File: config.mk
export PLATFORM = sky130hd
export DESIGN_NAME = kp_param_entry
export DESIGN_NICKNAME = d
export VERILOG_FILES = /design/src/rtl/kp_pkg.sv /design/src/rtl/kp_key_decode.sv /design/src/rtl/kp_entry_accum.sv /design/src/rtl/kp_event_pulse.sv /design/src/rtl/kp_param_entry.sv
export SDC_FILE = /design/constraint.sdc
export NUM_CORES = 1
export LEC_CHECK = 0
export ABC_AREA = 1
export CORE_UTILIZATION = 52
export DETAILED_ROUTE_END_ITERATION = 8
export DONT_BUFFER_PORTS = 1
export PLACE_DENSITY_LB_ADDON = 0.2
export SLEW_MARGIN = 20
export SYNTH_ARGS = -nofsm -noshare
export SYNTH_HDL_FRONTEND = slang
export SYNTH_HIERARCHICAL = 1
export SYNTH_SLANG_ARGS = --single-unit
File: constraint.sdc
create_clock -name clk -period 6.04 [get_ports clk]
set_clock_uncertainty 0.15 [all_clocks]
set_input_delay 1.208 -clock clk [delete_from_list [all_inputs] [get_ports clk]]
set_output_delay 1.208 -clock clk [all_outputs]
set_load 0.01 [all_outputs]
File: src/rtl/kp_pkg.sv
package kp_pkg;

    localparam int unsigned KP_MAX_DIGITS = 5;

    localparam logic [3:0] KC_HOME  = 4'd10;
    localparam logic [3:0] KC_ENTER = 4'd11;
    localparam logic [3:0] KC_BKSP  = 4'd12;
    localparam logic [3:0] KC_SEL   = 4'd13;
    localparam logic [3:0] KC_PLUS  = 4'd14;
    localparam logic [3:0] KC_MINUS = 4'd15;

    typedef enum logic [2:0] {
        ACT_NONE,
        ACT_APPEND,
        ACT_CLEAR,
        ACT_DROP,
        ACT_SIGN,
        ACT_CONFIRM,
        ACT_ABORT
    } act_e;

    typedef struct packed {
        logic confirm;
        logic abort;
        logic sel;
        logic inc;
        logic dec;
    } evt_t;

    typedef struct packed {
        act_e       act;
        logic [3:0] digit;
        evt_t       evt;
    } cmd_t;

    function automatic logic is_digit(input logic [3:0] code);
        return code <= 4'd9;
    endfunction

endpackage

File: src/rtl/kp_key_decode.sv
module kp_key_decode
    import kp_pkg::*;
(
    input  logic [3:0] key_code,
    input  logic       key_vld,
    input  logic       empty,
    input  logic       full,
    output cmd_t       cmd
);

    always_comb begin
        cmd.act   = ACT_NONE;
        cmd.digit = key_code;
        cmd.evt   = '0;
        if (key_vld) begin
            if (is_digit(key_code)) begin
                if (key_code == 4'd0 && empty)
                    cmd.act = ACT_CLEAR;
                else if (!full)
                    cmd.act = ACT_APPEND;
            end else begin
                case (key_code)
                    KC_HOME: begin
                        cmd.act       = ACT_ABORT;
                        cmd.evt.abort = 1'b1;
                    end
                    KC_ENTER: begin
                        cmd.act         = ACT_CONFIRM;
                        cmd.evt.confirm = 1'b1;
                    end
                    KC_BKSP: begin
                        if (!empty) cmd.act = ACT_DROP;
                    end
                    KC_SEL:  cmd.evt.sel = 1'b1;
                    KC_PLUS: cmd.evt.inc = 1'b1;
                    KC_MINUS: begin
                        if (empty) cmd.act = ACT_SIGN;
                        else       cmd.evt.dec = 1'b1;
                    end
                    default: cmd.act = ACT_NONE;
                endcase
            end
        end
    end

endmodule

File: src/rtl/kp_entry_accum.sv
module kp_entry_accum
    import kp_pkg::*;
#(
    parameter int unsigned MAX_DIGITS = KP_MAX_DIGITS,
    parameter int unsigned MAG_W      = 17,
    parameter int unsigned CNT_W      = 3
) (
    input  logic             clk,
    input  logic             rst,
    input  act_e             act,
    input  logic [3:0]       digit,
    output logic [MAG_W-1:0] mag,
    output logic             neg,
    output logic [CNT_W-1:0] cnt
);

    localparam int unsigned EXT_W = MAG_W + 4;

    logic [EXT_W-1:0] appended;
    logic [MAG_W-1:0] dropped;

    always_comb begin
        appended = EXT_W'(mag) * EXT_W'(10) + EXT_W'(digit);
        dropped  = mag / MAG_W'(10);
    end

    always_ff @(posedge clk) begin
        if (rst) begin
            mag <= '0;
            neg <= 1'b0;
            cnt <= '0;
        end else begin
            case (act)
                ACT_APPEND: begin
                    mag <= MAG_W'(appended);
                    cnt <= cnt + CNT_W'(1);
                end
                ACT_DROP: begin
                    mag <= dropped;
                    cnt <= cnt - CNT_W'(1);
                end
                ACT_SIGN: neg <= 1'b1;
                ACT_CLEAR, ACT_CONFIRM, ACT_ABORT: begin
                    mag <= '0;
                    neg <= 1'b0;
                    cnt <= '0;
                end
                default: ;
            endcase
        end
    end

    a_r3_cnt_bound: assert property (@(posedge clk) disable iff (rst)
        cnt <= CNT_W'(MAX_DIGITS));

    a_r4_drop_step: assert property (@(posedge clk) disable iff (rst)
        act == ACT_DROP |=> cnt == $past(cnt) - CNT_W'(1));

    a_r1_append_step: assert property (@(posedge clk) disable iff (rst)
        act == ACT_APPEND |=> cnt == $past(cnt) + CNT_W'(1));

    a_r7_abort_clears: assert property (@(posedge clk) disable iff (rst)
        act == ACT_ABORT |=> (cnt == '0 && mag == '0 && !neg));

endmodule

File: src/rtl/kp_event_pulse.sv
module kp_event_pulse
    import kp_pkg::*;
#(
    parameter int unsigned VAL_W = 18
) (
    input  logic             clk,
    input  logic             rst,
    input  logic             key_vld,
    input  evt_t             evt_in,
    input  logic [VAL_W-1:0] value_in,
    output evt_t             evt_q,
    output logic [VAL_W-1:0] conf_value
);

    always_ff @(posedge clk) begin
        if (rst) begin
            evt_q      <= '0;
            conf_value <= '0;
        end else begin
            evt_q <= evt_in;
            if (evt_in.confirm) conf_value <= value_in;
        end
    end

    a_r9_onehot: assert property (@(posedge clk) disable iff (rst)
        $onehot0(evt_q));

    a_r9_needs_strobe: assert property (@(posedge clk) disable iff (rst)
        !key_vld |=> evt_q == '0);

endmodule

File: src/rtl/kp_param_entry.sv
module kp_param_entry
    import kp_pkg::*;
#(
    parameter int unsigned MAX_DIGITS = KP_MAX_DIGITS,
    parameter int unsigned MAG_W      = $clog2(10 ** MAX_DIGITS),
    parameter int unsigned VAL_W      = MAG_W + 1,
    parameter int unsigned CNT_W      = $clog2(MAX_DIGITS + 1)
) (
    input  logic             clk,
    input  logic             rst,
    input  logic [3:0]       key_code,
    input  logic             key_vld,
    output logic [VAL_W-1:0] entry_value,
    output logic             entry_neg,
    output logic [CNT_W-1:0] digit_cnt,
    output logic             conf_pulse,
    output logic [VAL_W-1:0] conf_value,
    output logic             abort_pulse,
    output logic             sel_pulse,
    output logic             inc_pulse,
    output logic             dec_pulse
);

    cmd_t             cmd;
    evt_t             evt_q;
    logic [MAG_W-1:0] mag;
    logic             neg;
    logic [CNT_W-1:0] cnt;
    logic             empty;
    logic             full;
    logic signed [VAL_W-1:0] pos_val;

    assign empty = (cnt == '0);
    assign full  = (cnt == CNT_W'(MAX_DIGITS));

    kp_key_decode u_dec (
        .key_code (key_code),
        .key_vld  (key_vld),
        .empty    (empty),
        .full     (full),
        .cmd      (cmd)
    );

    kp_entry_accum #(
        .MAX_DIGITS (MAX_DIGITS),
        .MAG_W      (MAG_W),
        .CNT_W      (CNT_W)
    ) u_acc (
        .clk   (clk),
        .rst   (rst),
        .act   (cmd.act),
        .digit (cmd.digit),
        .mag   (mag),
        .neg   (neg),
        .cnt   (cnt)
    );

    always_comb begin
        pos_val     = $signed({1'b0, mag});
        entry_value = neg ? -pos_val : pos_val;
    end

    kp_event_pulse #(
        .VAL_W (VAL_W)
    ) u_evt (
        .clk        (clk),
        .rst        (rst),
        .key_vld    (key_vld),
        .evt_in     (cmd.evt),
        .value_in   (entry_value),
        .evt_q      (evt_q),
        .conf_value (conf_value)
    );

    assign entry_neg   = neg;
    assign digit_cnt   = cnt;
    assign conf_pulse  = evt_q.confirm;
    assign abort_pulse = evt_q.abort;
    assign sel_pulse   = evt_q.sel;
    assign inc_pulse   = evt_q.inc;
    assign dec_pulse   = evt_q.dec;

    a_r6_confirm_clears: assert property (@(posedge clk) disable iff (rst)
        conf_pulse |-> (digit_cnt == '0 && !entry_neg));

    a_r8_sel_keeps_entry: assert property (@(posedge clk) disable iff (rst)
        (sel_pulse || inc_pulse) |-> $stable(entry_value));

    a_r5_dec_keeps_entry: assert property (@(posedge clk) disable iff (rst)
        dec_pulse |-> ($stable(digit_cnt) && digit_cnt != '0));

endmodule

==> flow_summary.yaml, run 1 <==
run_status:
  status: "complete, no violations"
worst_setup_path:
  crit_path_max_fanout: 8
  startpoint_type: "flip-flop"
  end_kind: "flip-flop"
  arrival_ps: 5290
  r2r_cells: 53
  crit_type: "reg2reg"
  slowest_delay_ps: 520
  slowest_stage: "dfxtp_1"
  crit_required_ps: 6080
  cpMostUsedCell: "nand2_2"
sta:
  worstMarginPinSlew_ps: 952.3
  post-route-min-period_ps: 5251
  finalHoldViolations: 0
  slew_viol_final: 0
  setup_violations: 0
  holdWs_ps: 365.3
  period_share: 0.8693
  max_freq_mhz: 190.5
  tns_ps: 0
  maxSlewHeadroom: 0.3642
  rsz0062_at_grt: "no"
drt:
  viasPerCell: 5.205
  wl_per_cell_um: 11.76
  drtPass1Iterations: 4
  wirelength_mm: 10.21
  drt_first_iter_violations: 176
  post-route-drc-count: 0
  vias: 4518
  ant_nets: 0
floorplanning:
  dieArea_sq_um: 9375
  core_area_sq_um: 8721
  num_io_pins: 52
  die_width_um: 96.83
  rows: 34
  start_util: 0.5362
  die_y_um: 96.83
global_routing:
  grt_pass1_vias: 4031
  gr-usage-all-layers: 0.2171
  grt_pass1_wl_mm: 17.56
  antenna_found_initial: 0
  grt_overflow: 0
  grt_max_degree: 38
logic_synthesis:
  synth_cells: 765
  synthesis.nets: 804
  syn_area_sq_um: 4676
  synth_cell_type_count: 44
  synthFlopType: "dfxtp_1"
  synth_warnings: 6
  seq_area_frac_synth: 0.1884
  syn-mean-instance-area_sq_um: 6.112
  synth_seq_cells: 44
  synth-edff-count: 0
  synthArstFlopShare: 0
cts:
  cts_sinks: 44
  clockBufferDepth: 2
  cts_tree: "built"
  clockRootBuffer: "clkbuf_8"
  clk_latency_ps: 300
  clk_pin_slew_ps: 90
  numCtsBuffers: 5
  cts_max_level: 2
final_layout:
  layout_commonest_cell: "nand2_1"
  register_area_sq_um: 882.1
  nNetsFinal: 799
  drive_above_1_share: 0.1316
  multi_input_area_sq_um: 3173
  syn_to_final_growth_pct: 3.934
  fillCellCount: 882
  final_cell_mix: "180 x nand2_1, 122 x inv_1, 86 x nor2_1"
  diodes: 0
  post-route-util: 0.5572
placed_design:
  io_buffers: 0
  place_hpwl_mm: 8.070
  place.gp.congestion: 0.7870
worst_hold_path:
  hp-class: "reg2reg"
  hold_depth: 2
job:
  maxCapViolations: 0
## state kept, by name, indices dropped and copies added (netlist names)
name              count
u_acc/neg             1
u_evt/evt_q           5
u_acc/mag            17
u_evt/conf_value     18
u_acc/cnt             3
## timing repair
action,in CTS,in global routing
gates resized for setup,0,1
endpoints found under the setup margin,0,1
setup buffers,0,0
hold buffers,0,0
## synth_stat cells, drive strengths merged, types with 9 or more instances
cell / n / share of area
xnor2: 9 / 0.017
dfxtp: 44 / 0.19
o21ai: 25 / 0.032
ha: 29 / 0.078
buf: 11 / 0.020
nor2: 95 / 0.082
a21oi: 28 / 0.032
nand3: 80 / 0.096
nand4: 9 / 0.012
nand2: 226 / 0.21
a31oi: 11 / 0.015
inv: 137 / 0.11
xor2: 18 / 0.034
## routing by layer
| metal | routed length (um) | track usage | vias to the layer above |
|---|---|---|---|
| li1 | - | - | 2407 |
| met1 | 4850 | 0.2782 | 2034 |
| met2 | 4993 | 0.3889 | 70 |
| met3 | 303 | 0.02890 | 7 |
| met4 | 59 | 0.04018 | 0 |
| met5 | 0 | 0 | - |
## critical path, delay by kind of cell, from the launching register on
family	cells	cell delay (ps)
and+or+nand+nor	43	3490
DFF	1	520
AOI/OAI and AO/OA	3	500
buffers and inverters	7	470
## worst paths after layout
kind / startpoint / end / slack (ps)
worst max-delay path: u_acc/mag[13] / u_acc/mag[0] / 790
worst max register to register: u_acc/mag[13] / u_acc/mag[0] / 790
worst min register to register: u_evt/conf_value[17] / u_evt/conf_value[17] / 370
worst min-delay path: u_evt/conf_value[17] / u_evt/conf_value[17] / 370
## stage by stage
step,std cells,cell area (sq um),setup slack [ps]
2_1_floorplan,765,4676,1404
3_3_place_gp,861,4730,925.0
3_5_place_dp,861,4730,726.2
4_1_cts,868,4858,706.4
5_1_grt,868,4860,82.15
6_report,868,4860,789.4
## cell families (layout without fill, tap and decap cells)
logic type / count (synthesis) / in the layout / share of synthesized area
AO/OA/AOI/OAI: 82 / 82 / 0.1092
XOR/XNOR: 27 / 27 / 0.05058
adder cells (fa/ha/maj): 32 / 32 / 0.09045
buffers and inverters: 153 / 148 / 0.1335
flip-flops: 44 / 44 / 0.1884
multiplexers: 1 / 1 / 0.002943
AND/OR/NAND/NOR: 426 / 426 / 0.4249
## layout make-up
class                           instances  area share
Clock buffer                            5     0.01416
Multi-Input combinational cell        568      0.6529
Tap cell                              108     0.02781
Sequential cell                        44      0.1815
Inverter                              138      0.1066
Clock inverter                          2     0.01236
Timing Repair Buffer                    3    0.004634
Power of run 1 is not shown: default switching activity piles up to over one toggle a cycle in this logic, so the estimate is an artifact.
==> run 2: changes to the inputs <==
ABC_AREA = unset   (was 1)
==> flow_summary.yaml, run 2 <==
sta:
  max_freq_mhz: 177.7
  finalHoldViolations: 0
  slew_viol_final: 0
  period_share: 0.9319
  worstMarginPinSlew_ps: 822.6
  post-route-min-period_ps: 5629
  rsz0062_at_grt: "no"
  finalWorstSetupSlack_ps: 411.2
  setup_violations: 0
  tns_ps: 0
  maxSlewHeadroom: 0.4505
pwr:
  max-vdd-ir-drop_v: 0.0002310
  seq_power_share: 0.196
  pwr-share-comb: 0.647
  leakagePower_nw: 1.990
  p_sw_mw: 0.7884
  internal_power_mw: 0.9136
  power.share.clock: 0.157
  p_per_area_nw_per_um2: 321.4
  p_sw_frac: 0.4632
cts:
  cts_sinks: 44
  postCtsHoldBufs: 0
  clk_pin_slew_ps: 90
  post_cts_resized: 0
  numCtsBuffers: 5
  cts_setup_buffers: 0
  cts_max_level: 2
  clockRootBuffer: "clkbuf_8"
  clk_latency_ps: 300
  cts_tree: "built"
  clockBufferDepth: 2
logic_synthesis:
  synth_top_area_cell: "dfxtp_1"
  yosysMostFrequentCell: "nor2_1"
  synth_area_leaders: "dfxtp_1 17%, xnor2_1 7.2%, ha_1 7.1%, nor2_1 4.4%, mux2i_1 4.1%"
  syn_area_sq_um: 5079
  synthArstFlopShare: 0
  synth_seq_cells: 44
  synth_warnings: 6
  synth_top_area_share: 0.1734
  syn-mean-instance-area_sq_um: 8.178
  synth-edff-count: 0
  synth_cell_type_count: 101
  seq_area_frac_synth: 0.1734
  synth_cells: 621
  synthFlopType: "dfxtp_1"
  ys_top_cells_by_count: "59 x nor2_1, 44 x dfxtp_1, 42 x xnor2_1"
  synthesis.nets: 660
floorplanning:
  dieArea_sq_um: 10170
  die_y_um: 100.8
  start_util: 0.5419
  core_area_sq_um: 9371
  rows: 35
  num_io_pins: 52
  die_width_um: 100.8
worst_setup_path:
  arrival_ps: 5690
  r2r_cells: 17
  path_buf_inv: 0
  reg2reg_slack_ps: 410
  slowest_stage: "dfxtp_1"
  crit_type: "reg2reg"
  path_cells: "and4bb_1 > nand4_2 > a211oi_4 > or2_1 > nand4b_1 > nand3_4 > maj3_2 > a211o_1 > and2_1 > mux2_4 > or3_4 > o221ai_1 > o31ai_2 > o31ai_1 > nand3_1 > a31o_1 > a221oi_2"
  slowest_delay_ps: 560
  crit_path_max_fanout: 22
  rr_endpoint: "u_acc/mag[1]"
  crit_required_ps: 6100
  cp_top_family: "simple AND/OR/NAND/NOR gates"
  startpoint_type: "flip-flop"
  r2r_start: "u_acc/mag[12]"
  end_kind: "flip-flop"
placed_design:
  io_buffers: 0
  pre_cts_ws_ps: 545.5
  place_hpwl_mm: 9.523
  placed_cell_area_sq_um: 5161
  dp_cells: 730
  place.gp.congestion: 0.8247
global_routing:
  grt_max_degree: 45
  grt_pass1_vias: 4313
  grt_overflow: 0
  grt_pass1_wl_mm: 21.01
  gr-usage-all-layers: 0.2552
  antenna_found_initial: 0
final_layout:
  syn_to_final_growth_pct: 4.262
  final_cell_mix: "58 x nor2_1, 44 x dfxtp_1, 42 x xnor2_1"
  largest_reg_flops: 18
  drive_above_1_share: 0.1168
  diodes: 0
  regMostFlops: "u_evt/conf_value"
  fin_cells: 737
  post-route-util: 0.5650
  layout_commonest_cell: "nor2_1"
  reg.largest.list: "u_evt/conf_value (18), u_acc/mag (17), u_evt/evt_q (5)"
  fin_area_sq_um: 5295
  nNetsFinal: 647
drt:
  drtPass1Iterations: 5
  wirelength_mm: 13.05
  viasPerCell: 6.456
  ant_nets: 0
  post-route-drc-count: 0
  vias: 4758
  drt_first_iter_violations: 254
  wl_per_cell_um: 17.71
worst_hold_path:
  min_to: "u_evt/conf_value[14]"
  hp-class: "reg2reg"
  hold_depth: 2
  min_from: "u_evt/conf_value[14]"
job:
  maxCapViolations: 0
run_status:
  status: "complete, no violations"
[run 2: cell families after synthesis]
kind of cell | count (synthesis) | share of synthesized area
XOR/XNOR | 54 | 0.09313
AND/OR/NAND/NOR | 217 | 0.2441
adder cells (fa/ha/maj) | 36 | 0.09165
multiplexers | 27 | 0.05765
buffers and inverters | 66 | 0.06799
AO/OA/AOI/OAI | 177 | 0.2720
flip-flops | 44 | 0.1734
[run 2: worst reg2reg max path: stages (launching register included)]
cell and delay, ps:
dfxtp_1 560, and4bb_1 440, nand4_2 200, a211oi_4 330, or2_1 370, nand4b_1 210
nand3_4 220, maj3_2 380, a211o_1 350, and2_1 250, mux2_4 360, or3_4 410
o221ai_1 330, o31ai_2 130, o31ai_1 120, nand3_1 230, a31o_1 290, a221oi_2 220
[run 2: through the flow]
| step | hold WS (ps) | power (mW) |
|---|---|---|
| floorplan | 381.2 | 1.222 |
| global placement | 388.7 | 1.399 |
| detailed placement | 397.4 | 1.414 |
| CTS | 410.0 | 1.687 |
| global route | 434.6 | 1.815 |
| finish | 407.6 | 1.702 |
[run 2: layout make-up]
cell class / count / area [sq um]
fill: 885 / 4076
multi-input combinational: 511 / 3860
sequential: 44 / 880.8
timing repair buffer: 21 / 170.2
tap: 129 / 161.4
inverter: 25 / 93.84
clock buffer: 5 / 68.82
clock inverter: 2 / 60.06
[run 2: worst max path at each step]
| stage | start | to | slack, ps | depth (start not counted) |
|---|---|---|---|---|
| finish | u_acc/mag[12] | u_acc/mag[1] | 410 | 17 |
| global route | u_acc/mag[12] | u_acc/mag[1] | 90 | 17 |
| CTS | u_acc/mag[12] | u_acc/mag[1] | 490 | 17 |
| detailed placement | u_acc/mag[12] | u_acc/mag[1] | 550 | 17 |
| global placement | u_acc/mag[13] | u_acc/mag[0] | 610 | 17 |
| floorplan | u_acc/mag[12] | u_acc/mag[1] | 1200 | 18 |
[run 2: per-layer routing]
metal  track usage  up-vias  part of all wire  routed length (um)
li1              -     2281                 -                   -
met1        0.3366     2323              0.46                5970
met2        0.4420      136              0.48                6310
met3       0.03051       18             0.046                 597
met4       0.06243        0             0.013                 175
met5             0        -                 0                   0
[run 2: power by group through the flow]
stage,sequential [mW],clock (mW),combinational (mW)
6_report,0.334,0.267,1.10
5_1_grt,0.337,0.286,1.19
4_1_cts,0.334,0.272,1.08
3_5_place_dp,0.341,0,1.07
3_3_place_gp,0.340,0,1.06
2_1_floorplan,0.343,0,0.879
No activity file was read; power rests on OpenSTA's default activity.
==> run 3: changes to the inputs <==
--- a/config.mk
+++ b/config.mk
@@ -7,3 +7,4 @@
 export LEC_CHECK = 0
-export CORE_UTILIZATION = 52
+export ABC_CLOCK_PERIOD_IN_PS = 6040
+export CORE_UTILIZATION = 35
 export DETAILED_ROUTE_END_ITERATION = 8
--- a/constraint.sdc
+++ b/constraint.sdc
@@ -4,2 +4,2 @@
 set_output_delay 1.208 -clock clk [all_outputs]
-set_load 0.01 [all_outputs]
+set_load 0.05 [all_outputs]
==> flow_summary.yaml, run 3 (synthesized netlist as in run 2, its figures left out) <==
final_layout:
  regMostFlops: "u_evt/conf_value"
  layout_commonest_cell: "nor2_1"
  fin_area_sq_um: 5494
  reg.largest.list: "u_evt/conf_value (18), u_acc/mag (17), u_evt/evt_q (5)"
  diodes: 0
  syn_to_final_growth_pct: 8.179
  drive_above_1_share: 0.1419
  largest_reg_flops: 18
  post-route-util: 0.3913
  final_cell_mix: "58 x nor2_1, 44 x dfxtp_1, 39 x nand2_1"
  fin_cells: 800
  nNetsFinal: 659
job:
  maxCapViolations: 0
sta:
  post-route-min-period_ps: 5608
  holdWs_ps: 520.8
  period_share: 0.9284
  worstMarginPinSlew_ps: 1041
  max_freq_mhz: 178.3
  finalWorstSetupSlack_ps: 432.2
  slew_viol_final: 0
  rsz0062_at_grt: "no"
  finalHoldViolations: 0
  maxSlewHeadroom: 0.3012
  setup_violations: 0
  tns_ps: 0
floorplanning:
  num_io_pins: 52
  die_y_um: 122.5
  die_width_um: 122.5
  rows: 43
  start_util: 0.3617
  core_area_sq_um: 14040
  dieArea_sq_um: 15000
worst_setup_path:
  crit_path_max_fanout: 22
  end_kind: "flip-flop"
  arrival_ps: 5640
  r2r_cells: 17
  startpoint_type: "flip-flop"
  crit_required_ps: 6080
  crit_type: "reg2reg"
global_routing:
  gr-usage-all-layers: 0.1813
  use_met3: 0.02230
  grt_max_degree: 45
  grt_util_met2: 0.2935
  grt_overflow: 0
  grt_util_met1: 0.2521
  grt_pass1_vias: 4245
  antenna_found_initial: 0
  grt_busiest_layer: "met2"
  grt_pass1_wl_mm: 21.66
cts:
  cts_max_level: 2
  postCtsHoldBufs: 0
  clockRootBuffer: "clkbuf_16"
  cts_sinks: 44
  clk_pin_slew_ps: 60
  numCtsBuffers: 5
  clk_latency_ps: 290
  clockBufferDepth: 2
  cts_tree: "built"
run_status:
  status: "complete, no violations"
drt:
  post-route-drc-count: 0
  wirelength_mm: 13.57
  ant_nets: 0
  viasPerCell: 5.778
  wl_per_cell_um: 16.96
  drtPass1Iterations: 5
  drt_first_iter_violations: 296
  vias: 4622
pwr:
  p_per_area_nw_per_um2: 326.7
  leakagePower_nw: 2.096
  power_mw: 1.795
  max-vdd-ir-drop_v: 0.0002411
placed_design:
  place.gp.congestion: 0.8309
  placed_cell_area_sq_um: 5310
  place_hpwl_mm: 10.20
  io_buffers: 0
  pre_cts_ws_ps: 559.6
  dp_cells: 793
worst_hold_path:
  hp-class: "reg2reg"
  hold_depth: 2
-- run 3: changes by cell type in the layout (fill, tap and decap cells not counted), sizes merged --
cell	delta
buf	+12
clkbuf	+2
bufinv	-2
-- run 3: final cells by class --
type	count	area (sq um)
fillers	1424	8548
multi-input cells	511	3894
flip-flops and latches	44	880.8
repair buffers	33	247.7
well taps	180	225.2
clock buffers	7	152.6
inverters	25	93.84
-- run 3: final timing paths --
check | from | slack [ps] | endpoint
min reg2reg | u_acc/mag[13] | 520 | u_acc/mag[13]
max reg2reg | u_acc/mag[12] | 430 | u_acc/mag[3]
max | u_acc/mag[12] | 430 | u_acc/mag[3]
min | u_acc/mag[13] | 520 | u_acc/mag[13]
-- run 3: worst max-delay path: stages, from the launching register on --
cell and delay [ps]:
dfxtp_1 540, and4bb_1 460, nand4_2 210, a211oi_4 330, or2_1 330, nand4b_1 200
nand3_4 220, a211o_1 340, a311o_1 380, and2_1 280, o211a_1 370, nand2b_1 150
o22a_1 200, o21ai_1 110, maj3_2 320, mux4_2 470, nand2b_1 160, a221oi_1 260
-- run 3: what timing repair did --
item / in CTS / in global routing
setup buffers: 0 / 0
setup endpoints to repair: 0 / 1
gates resized for setup: 0 / 1
-- run 3: report_power, final --
part / switching [mW] / internal [mW] / total (mW) / leakage, nW
clock: 0.107 / 0.173 / 0.281 / 0.0760
sequential: 0.0324 / 0.306 / 0.339 / 0.358
combinational: 0.716 / 0.460 / 1.18 / 1.66
total: 0.855 / 0.940 / 1.80 / 2.10
-- run 3: per-layer routing --
layer	vias up	part of all wire
li1	2309	-
met5	-	0
met4	0	0.013
met1	2206	0.49
met2	93	0.46
met3	14	0.033
